[src/rtl/cfg_hdr_pkg.sv]
package cfg_hdr_pkg;

  localparam int PRE_W  = 8;
  localparam int SC_W   = 4;
  localparam int TAIL_W = 4;
  localparam int LFLD_W = 24;
  localparam int HDR_W  = PRE_W + SC_W + LFLD_W + TAIL_W;

  localparam logic [SC_W-1:0]   SYNC_CODE = 4'b0010;
  localparam logic [TAIL_W-1:0] TAIL_CODE = 4'b1111;

  localparam int F_PRE   = 0;
  localparam int F_SYNC  = 1;
  localparam int F_TAIL  = 2;
  localparam int F_LEN   = 3;
  localparam int F_SHORT = 4;
  localparam int F_TRAIL = 5;
  localparam int NFLAG   = 6;

  typedef enum logic [2:0] {
    ST_SRCH,
    ST_SYNC,
    ST_LEN,
    ST_TAIL,
    ST_DATA,
    ST_DONE,
    ST_HALT
  } seq_st_t;

endpackage

[src/rtl/cfg_hdr_seq.sv]
module cfg_hdr_seq
  import cfg_hdr_pkg::*;
#(
  parameter int LEN_W = 24
) (
  input  logic             clk,
  input  logic             rst_n,
  input  logic             in_vld,
  input  logic             in_bit,
  input  logic             in_end,
  input  logic             len_small,
  input  logic             len_hit,
  output seq_st_t          st,
  output logic             fwd,
  output logic             len_shift,
  output logic             len_cap,
  output logic             cnt_clr,
  output logic [NFLAG-1:0] ev
);

  localparam int PH_W = $clog2(LEN_W + 1);
  localparam int FLD_W = SC_W - 1;

  seq_st_t           st_q, st_d;
  logic [PH_W-1:0]   ph_q, ph_d;
  logic [FLD_W-1:0]  fld_q, fld_d;
  logic              run_busy;

  assign st = st_q;

  // next state
  always_comb begin
    st_d      = st_q;
    ph_d      = ph_q;
    fld_d     = fld_q;
    fwd       = 1'b0;
    len_shift = 1'b0;
    len_cap   = 1'b0;
    cnt_clr   = 1'b0;
    ev        = '0;
    if (in_vld) begin
      case (st_q)
        ST_SRCH: begin
          if (in_bit) begin
            fwd = 1'b1;
            if (ph_q == PH_W'(PRE_W - 1)) begin
              st_d = ST_SYNC;
              ph_d = '0;
            end else begin
              ph_d = ph_q + 1'b1;
            end
          end else begin
            if (ph_q != '0) ev[F_PRE] = 1'b1;
            ph_d    = '0;
            cnt_clr = 1'b1;
          end
        end
        ST_SYNC: begin
          fwd   = 1'b1;
          fld_d = {fld_q[FLD_W-2:0], in_bit};
          if (ph_q == PH_W'(SC_W - 1)) begin
            ph_d = '0;
            if ({fld_q, in_bit} == SYNC_CODE) begin
              st_d = ST_LEN;
            end else begin
              ev[F_SYNC] = 1'b1;
              st_d       = ST_SRCH;
              cnt_clr    = 1'b1;
            end
          end else begin
            ph_d = ph_q + 1'b1;
          end
        end
        ST_LEN: begin
          fwd       = 1'b1;
          len_shift = 1'b1;
          if (ph_q == PH_W'(LEN_W - 1)) begin
            ph_d = '0;
            st_d = ST_TAIL;
          end else begin
            ph_d = ph_q + 1'b1;
          end
        end
        ST_TAIL: begin
          fwd   = 1'b1;
          fld_d = {fld_q[FLD_W-2:0], in_bit};
          if (ph_q == PH_W'(TAIL_W - 1)) begin
            ph_d = '0;
            if ({fld_q, in_bit} != TAIL_CODE) begin
              ev[F_TAIL] = 1'b1;
              st_d       = ST_SRCH;
              cnt_clr    = 1'b1;
            end else if (len_small) begin
              ev[F_LEN] = 1'b1;
              st_d      = ST_SRCH;
              cnt_clr   = 1'b1;
            end else begin
              len_cap = 1'b1;
              st_d    = ST_DATA;
            end
          end else begin
            ph_d = ph_q + 1'b1;
          end
        end
        ST_DATA: begin
          fwd = 1'b1;
          if (len_hit) st_d = ST_DONE;
        end
        ST_DONE: begin
          if (!in_bit) ev[F_TRAIL] = 1'b1;
        end
        default: ;
      endcase
    end
    run_busy = (st_d == ST_SYNC) || (st_d == ST_LEN) || (st_d == ST_TAIL) ||
               (st_d == ST_DATA) || ((st_d == ST_SRCH) && (ph_d != '0));
    if (in_end && run_busy) begin
      ev[F_SHORT] = 1'b1;
      st_d        = ST_HALT;
    end
  end

  // registers
  always_ff @(posedge clk or negedge rst_n) begin
    if (!rst_n) begin
      st_q  <= ST_SRCH;
      ph_q  <= '0;
      fld_q <= '0;
    end else begin
      st_q  <= st_d;
      ph_q  <= ph_d;
      fld_q <= fld_d;
    end
  end

  p_done_hold_r7: assert property (@(posedge clk) disable iff (!rst_n)
    (st_q == ST_DONE) |=> (st_q == ST_DONE));

  p_halt_hold_r11: assert property (@(posedge clk) disable iff (!rst_n)
    (st_q == ST_HALT) |=> (st_q == ST_HALT));

  p_pre_restart_r3: assert property (@(posedge clk) disable iff (!rst_n)
    (in_vld && !in_bit && (st_q == ST_SRCH)) |=> ((st_q == ST_SRCH) && (ph_q == '0)));

  p_one_abort_r4: assert property (@(posedge clk) disable iff (!rst_n)
    $onehot0({ev[F_PRE], ev[F_SYNC], ev[F_TAIL], ev[F_LEN]}));

endmodule

[config.mk]
export PLATFORM = sky130hd
export DESIGN_NAME = cfg_hdr_seq
export DESIGN_NICKNAME = d
export VERILOG_FILES = /design/src/rtl/cfg_hdr_pkg.sv /design/src/rtl/cfg_hdr_seq.sv
export SDC_FILE = /design/constraint.sdc
export NUM_CORES = 1
export LEC_CHECK = 0
export ABC_AREA = 1
export BUFFER_PORTS_ARGS = -buffer_cell sky130_fd_sc_hd__buf_2
export CAP_MARGIN = 5
export CORE_MARGIN = 2
export CORE_UTILIZATION = 56
export CTS_BUF_LIST = sky130_fd_sc_hd__clkbuf_4 sky130_fd_sc_hd__clkbuf_8 sky130_fd_sc_hd__clkbuf_16
export CTS_CLUSTER_DIAMETER = 100
export DETAILED_ROUTE_END_ITERATION = 7
export PLACE_DENSITY = 0.88
export SLEW_MARGIN = 10
export SYNTH_ARGS = -nofsm -noshare
export SYNTH_HDL_FRONTEND = slang
export SYNTH_SLANG_ARGS = --single-unit
[constraint.sdc]
create_clock -name clk -period 5.6 [get_ports clk]
set_clock_uncertainty 0.15 [all_clocks]
set_input_delay 0.84 -clock clk [delete_from_list [all_inputs] [get_ports clk]]
set_output_delay 0.84 -clock clk [all_outputs]
set_load 0.01 [all_outputs]
# [After elaboration in Yosys (flattened, before gate mapping)]
# Index checks and enable logic that the tools add are counted.
[classes] add_sub_neg=1 eq_ne=14 n_mux=48 n_reduce_logical=13
[op_table] operator="$mux W3" count=10
[op_table] operator="$mux W1" count=25
[op_table] operator="$mux W5" count=5
[op_table] operator="$pmux W3 S5" count=1
[op_table] operator="$pmux W5 S3" count=1
[op_table] operator="$eq A3 B2 Y1 const B" count=4
[op_table] operator="$reduce_bool A5 Y1" count=2
[op_table] operator="$eq A3 B3 Y1 const B" count=3
[op_table] operator="$eq A3 B1 Y1 const B" count=2
[op_table] operator="$logic_not A3 Y1" count=2
[op_table] operator="$mux W2" count=3
[op_table] operator="$add A5 B1 Y5 const B" count=1
[op_table] operator="$eq A5 B2 Y1 const B" count=1
[op_table] operator="$eq A5 B3 Y1 const B" count=1
[op_table] operator="$eq A5 B5 Y1 const B" count=1
[op_table] operator="$eq A4 B2 Y1 const B" count=1
[op_table] operator="$logic_or A1 B1 Y1" count=4
[op_table] operator="$mux W4" count=1
[op_table] operator="$ne A4 B4 Y1 const B" count=1
[op_table] operator="$reduce_or A4 Y1" count=1
[op_table] operator="$pmux W1 S3" count=1
[op_table] operator="$logic_and A1 B1 Y1" count=2
[op_table] operator="$pmux W1 S2" count=1
[op_table] operator="$reduce_and A2 Y1" count=1
[op_table] operator="$reduce_or A2 Y1" count=1
[word_totals] regBits=11 elab_cells=79

# [Depth between registers and ports, before layout]
[depth] ltp_word=12 ltp_mapped=14

# [Least setup slack after synthesis]
# OpenSTA, ideal clock, no wires.
[synth_path] kind="input to output" from="in in_vld" to="out ev[4]" t_arrival_ns=1.735 required_ns=4.610 path_slack_ns=2.875 cell_stages=11 path_buffers=0 cell_sequence="inv_2 -> nor2_4 -> nand2_1 -> nor2_2 -> xor2_1 -> nand2_1 -> nand2_1 -> nor2_1 -> nand3_1 -> nand2_1 -> inv_1"
[synth_via] elab_chain_len=8
[synth_rtl] element="from (decl)" line_no="cfg_hdr_seq.sv:8" rtl="input logic in_vld,"
[synth_rtl] element="$mux W3" line_no="cfg_hdr_seq.sv:41" rtl="if (in_vld) begin"
[synth_rtl] element="$eq A3 B1 Y1 / $eq A3 B2 Y1 (equally long branches)" line_no="cfg_hdr_seq.sv:115" rtl="run_busy = (st_d == ST_SYNC) || (st_d == ST_LEN) || (st_d == ST_TAIL) ||"
[synth_rtl] element="$logic_or A1 B1 Y1 (3 in series)" line_no="cfg_hdr_seq.sv:115"
[synth_rtl] element="$logic_or A1 B1 Y1 *" line_no="cfg_hdr_seq.sv:116" rtl="(st_d == ST_DATA) || ((st_d == ST_SRCH) && (ph_d != '0));"
[synth_rtl] element="$logic_and A1 B1 Y1 *" line_no="cfg_hdr_seq.sv:117" rtl="if (in_end && run_busy) begin"
[synth_rtl] element="$mux W1 *" line_no="cfg_hdr_seq.sv:117"
[synth_rtl] element="to (decl)" line_no="cfg_hdr_seq.sv:18" rtl="output logic [NFLAG-1:0] ev"
# Mark *: on every way between the ends. The rest lies on a longest branch, timed or not.

# [Final worst setup path]
# Same ends and word-level chain as after synthesis.

==> impl_metrics.py <==
metrics = {
    "sta": {
        "slew_headroom": 0.7994,
        "setup_tns_ns": 0,
        "rsz0062_at_grt": "false",
        "finalCriticalPeriod_ns": 3.136,
        "setup_ws_ns": 2.464,
        "final-setup-viol-count": 0,
        "final.period_utilization": 0.5600,
        "worstMarginPinSlew_ns": 0.2971,
        "hold_violations": 0,
        "clock.fmax_mhz": 318.9,
        "maxSlewViolCount": 0,
    },
    "power_and_ir_drop": {
        "p_leak_nw": 0.6310,
        "seq_power_share": 0.515,
        "vdd_ir_drop_max_v": 0.0001601,
        "p_int_uw": 121.6,
        "p_switching_uw": 43.31,
        "clkPwrFrac": 0.348,
        "p_sw_frac": 0.2626,
        "p_comb_frac": 0.137,
        "power_density_mw_per_mm2": 157.3,
    },
    "yosys": {
        "synthesis.instances": 148,
        "ys.warnings.count": 0,
        "syn_avg_cell_area_sq_um": 6.104,
        "async_flop_share": 1.000,
        "syn-num-nets": 158,
        "yosys_most_used_dff": "dfrtp_1",
        "synth_edf_count": 0,
        "synth_fa_ha_area_frac": 0.04155,
        "netlist_area_sq_um": 903.4,
        "ys_seq_elements": 11,
        "synth.distinct_cells": 18,
        "synth.area.mux_share": 0,
        "synth_top_family_by_area": "simple AND/OR/NAND/NOR gates",
        "synth_xor_area_frac": 0.02909,
        "yosysSeqAreaShare": 0.3047,
        "synth_compound_area_frac": 0.06371,
        "synthSimpleGateAreaFrac": 0.4363,
    },
    "global_route": {
        "overflow": 0,
        "grt_antenna_before_repair": 0,
        "grt_pass1_vias": 879,
        "grt_use_total": 0.2477,
        "grt_max_degree": 12,
        "grt_pass1_wl_um": 3560,
    },
    "worst_setup_path": {
        "crit_type": "in2out",
        "r2r_cells": 12,
        "slowest_delay_ns": 0.16,
        "rr_startpoint": "ph_q[1]$_DFF_PN0_",
        "critical_path_buf_inv_count": 4,
        "cp-end-kind": "output pin",
        "cp_top_family": "simple AND/OR/NAND/NOR gates",
        "start_kind": "input pin",
        "crit_slowest_cell": "nor2_4",
        "r2r_slack_ns": 3.68,
        "cp_cell_sequence": "buf_2 > inv_2 > nor2_4 > nand2_1 > nor2_2 > xor2_1 > nand2_1 > nand2_1 > nor2_1 > nand3_1 > nand2_1 > inv_1 > buf_2",
        "crit_required_ns": 4.61,
        "crit_top_cell": "nand2_1",
        "r2r_end": "st[2]$_DFF_PN0_",
        "crit_path_max_fanout": 6,
        "critical_path_arrival_ns": 2.15,
    },
    "layout": {
        "fillers": 141,
        "instances_no_fill": 187,
        "drive_gt1_frac": 0.2047,
        "layout.area.seq_sq_um": 275.3,
        "n_antenna_cell": 0,
        "fin_nets": 182,
        "final_common_cell": "nand2_1",
        "mostFrequentLayoutCells": "nand2_1 (48), inv_1 (26), nor2_1 (22)",
        "finalInstanceArea_sq_mm": 0.001049,
        "multiInputGateArea_sq_um": 515.5,
        "area_growth_pct": 16.07,
    },
    "clock_network": {
        "cts_buffer_depth": 2,
        "hold_buffers": 0,
        "clk_latency_ns": 0.27,
        "cts-resized-gates": 0,
        "clkSinkCount": 11,
        "cts_tree": "done",
        "post_cts_buffers": 0,
        "cts-buffers-inserted": 3,
        "clkTransAtPathRegs_ns": 0.06,
        "cts-htree-levels": 1,
        "cts-root-buf": "clkbuf_4",
    },
    "placement": {
        "place_ws_ns": 2.468,
        "dp.cells": 183,
        "place_area_sq_mm": 0.001018,
        "post-dp-hpwl_um": 1691,
        "gp_congestion": 0.9254,
        "io_buffers": 19,
    },
    "floorplan": {
        "start_util": 0.5997,
        "die_x_um": 44.17,
        "ios": 20,
        "die_y_um": 44.17,
        "core_sq_mm": 0.001506,
        "num_rows": 14,
        "die_area_sq_mm": 0.001951,
    },
    "detailed_routing": {
        "drt_iter0_drc": 33,
        "wirelength_um": 2042,
        "route.detailed.drc": 0,
        "drt-vias-per-instance": 5.262,
        "num_vias": 984,
        "wl_per_cell_um": 10.92,
        "antenna_left": 0,
        "dr.pass1.iters": 5,
    },
    "flow_run": {
        "drv_cap": 0,
    },
    "worst_hold_path": {
        "hold_path_class": "in2async",
    },
    "status": {
        "outcome": "complete, no violations",
    },
}
## synthesized netlist by cell type, types with 2 or more instances
master   instances  area share
a21oi_1          5       0.028
dfrtp_1         11        0.30
ha_1             3       0.042
inv_1           26        0.11
inv_2            4       0.017
nand2_1         48        0.20
nand3_1          7       0.039
nand3_2          2       0.022
nand4_1          3       0.021
nor2_1          22       0.091
nor2_2           4       0.028
nor3_1           3       0.017
o21ai_0          3       0.017
xor2_1           3       0.029
## area by class of cell
type	count	share of cell area
Timing Repair Buffer	19	0.09069
Multi-Input combinational cell	107	0.4916
Tap cell	16	0.01909
Sequential cell	11	0.2625
Inverter	30	0.1074
Clock buffer	4	0.02864
## worst max-delay path by stage
stage / from / to / slack (ns) / cells after the start
floorplan: in_vld / ev[4] / 2.88 / 11
global placement: in_vld / ev[4] / 2.51 / 13
detailed placement: in_vld / ev[4] / 2.47 / 13
CTS: in_vld / ev[4] / 2.46 / 13
global route: in_vld / ev[4] / 2.31 / 13
finish: in_vld / ev[4] / 2.46 / 13
## routing by layer
| metal | part of all wire | vias to the layer above | GRT usage |
|---|---|---|---|
| li1 | - | 500 | - |
| met1 | 0.41 | 437 | 0.3057 |
| met2 | 0.49 | 40 | 0.3912 |
| met3 | 0.074 | 7 | 0.04082 |
| met4 | 0.028 | 0 | 0.1758 |
| met5 | 0 | - | 0 |
## cell families after synthesis
| group | Yosys count |
|---|---|
| flip-flops | 11 |
| adder cells (fa/ha/maj) | 3 |
| AO/OA/AOI/OAI | 10 |
| buffers and inverters | 30 |
| AND/OR/NAND/NOR | 91 |
| XOR/XNOR | 3 |
## power by group through the flow
stage	Sequential, mW	Clock [mW]	Combinational (mW)
4_1_cts	0.0847	0.0604	0.0230
3_3_place_gp	0.0860	0	0.0221
3_5_place_dp	0.0863	0	0.0229
2_1_floorplan	0.0862	0	0.0129
5_1_grt	0.0851	0.0636	0.0261
6_report	0.0849	0.0574	0.0227
## flip-flops by register name (all words and copies together) (netlist names)
name and count:
st 3, fld_q 3, ph_q 5
## through the flow
| stage | util | total power [mW] | hold WS (ns) |
|---|---|---|---|
| after global routing | 0.6960 | 0.1748 | 0.2890 |
| after global placement | 0.6761 | 0.1081 | 0.3530 |
| after detailed placement | 0.6761 | 0.1091 | 0.3747 |
| final | 0.6960 | 0.1649 | 0.2781 |
| after CTS | 0.6960 | 0.1681 | 0.2757 |
| after floorplan | - | 0.09912 | 0.3261 |
Note: power is estimated with default switching activity, not from simulation.
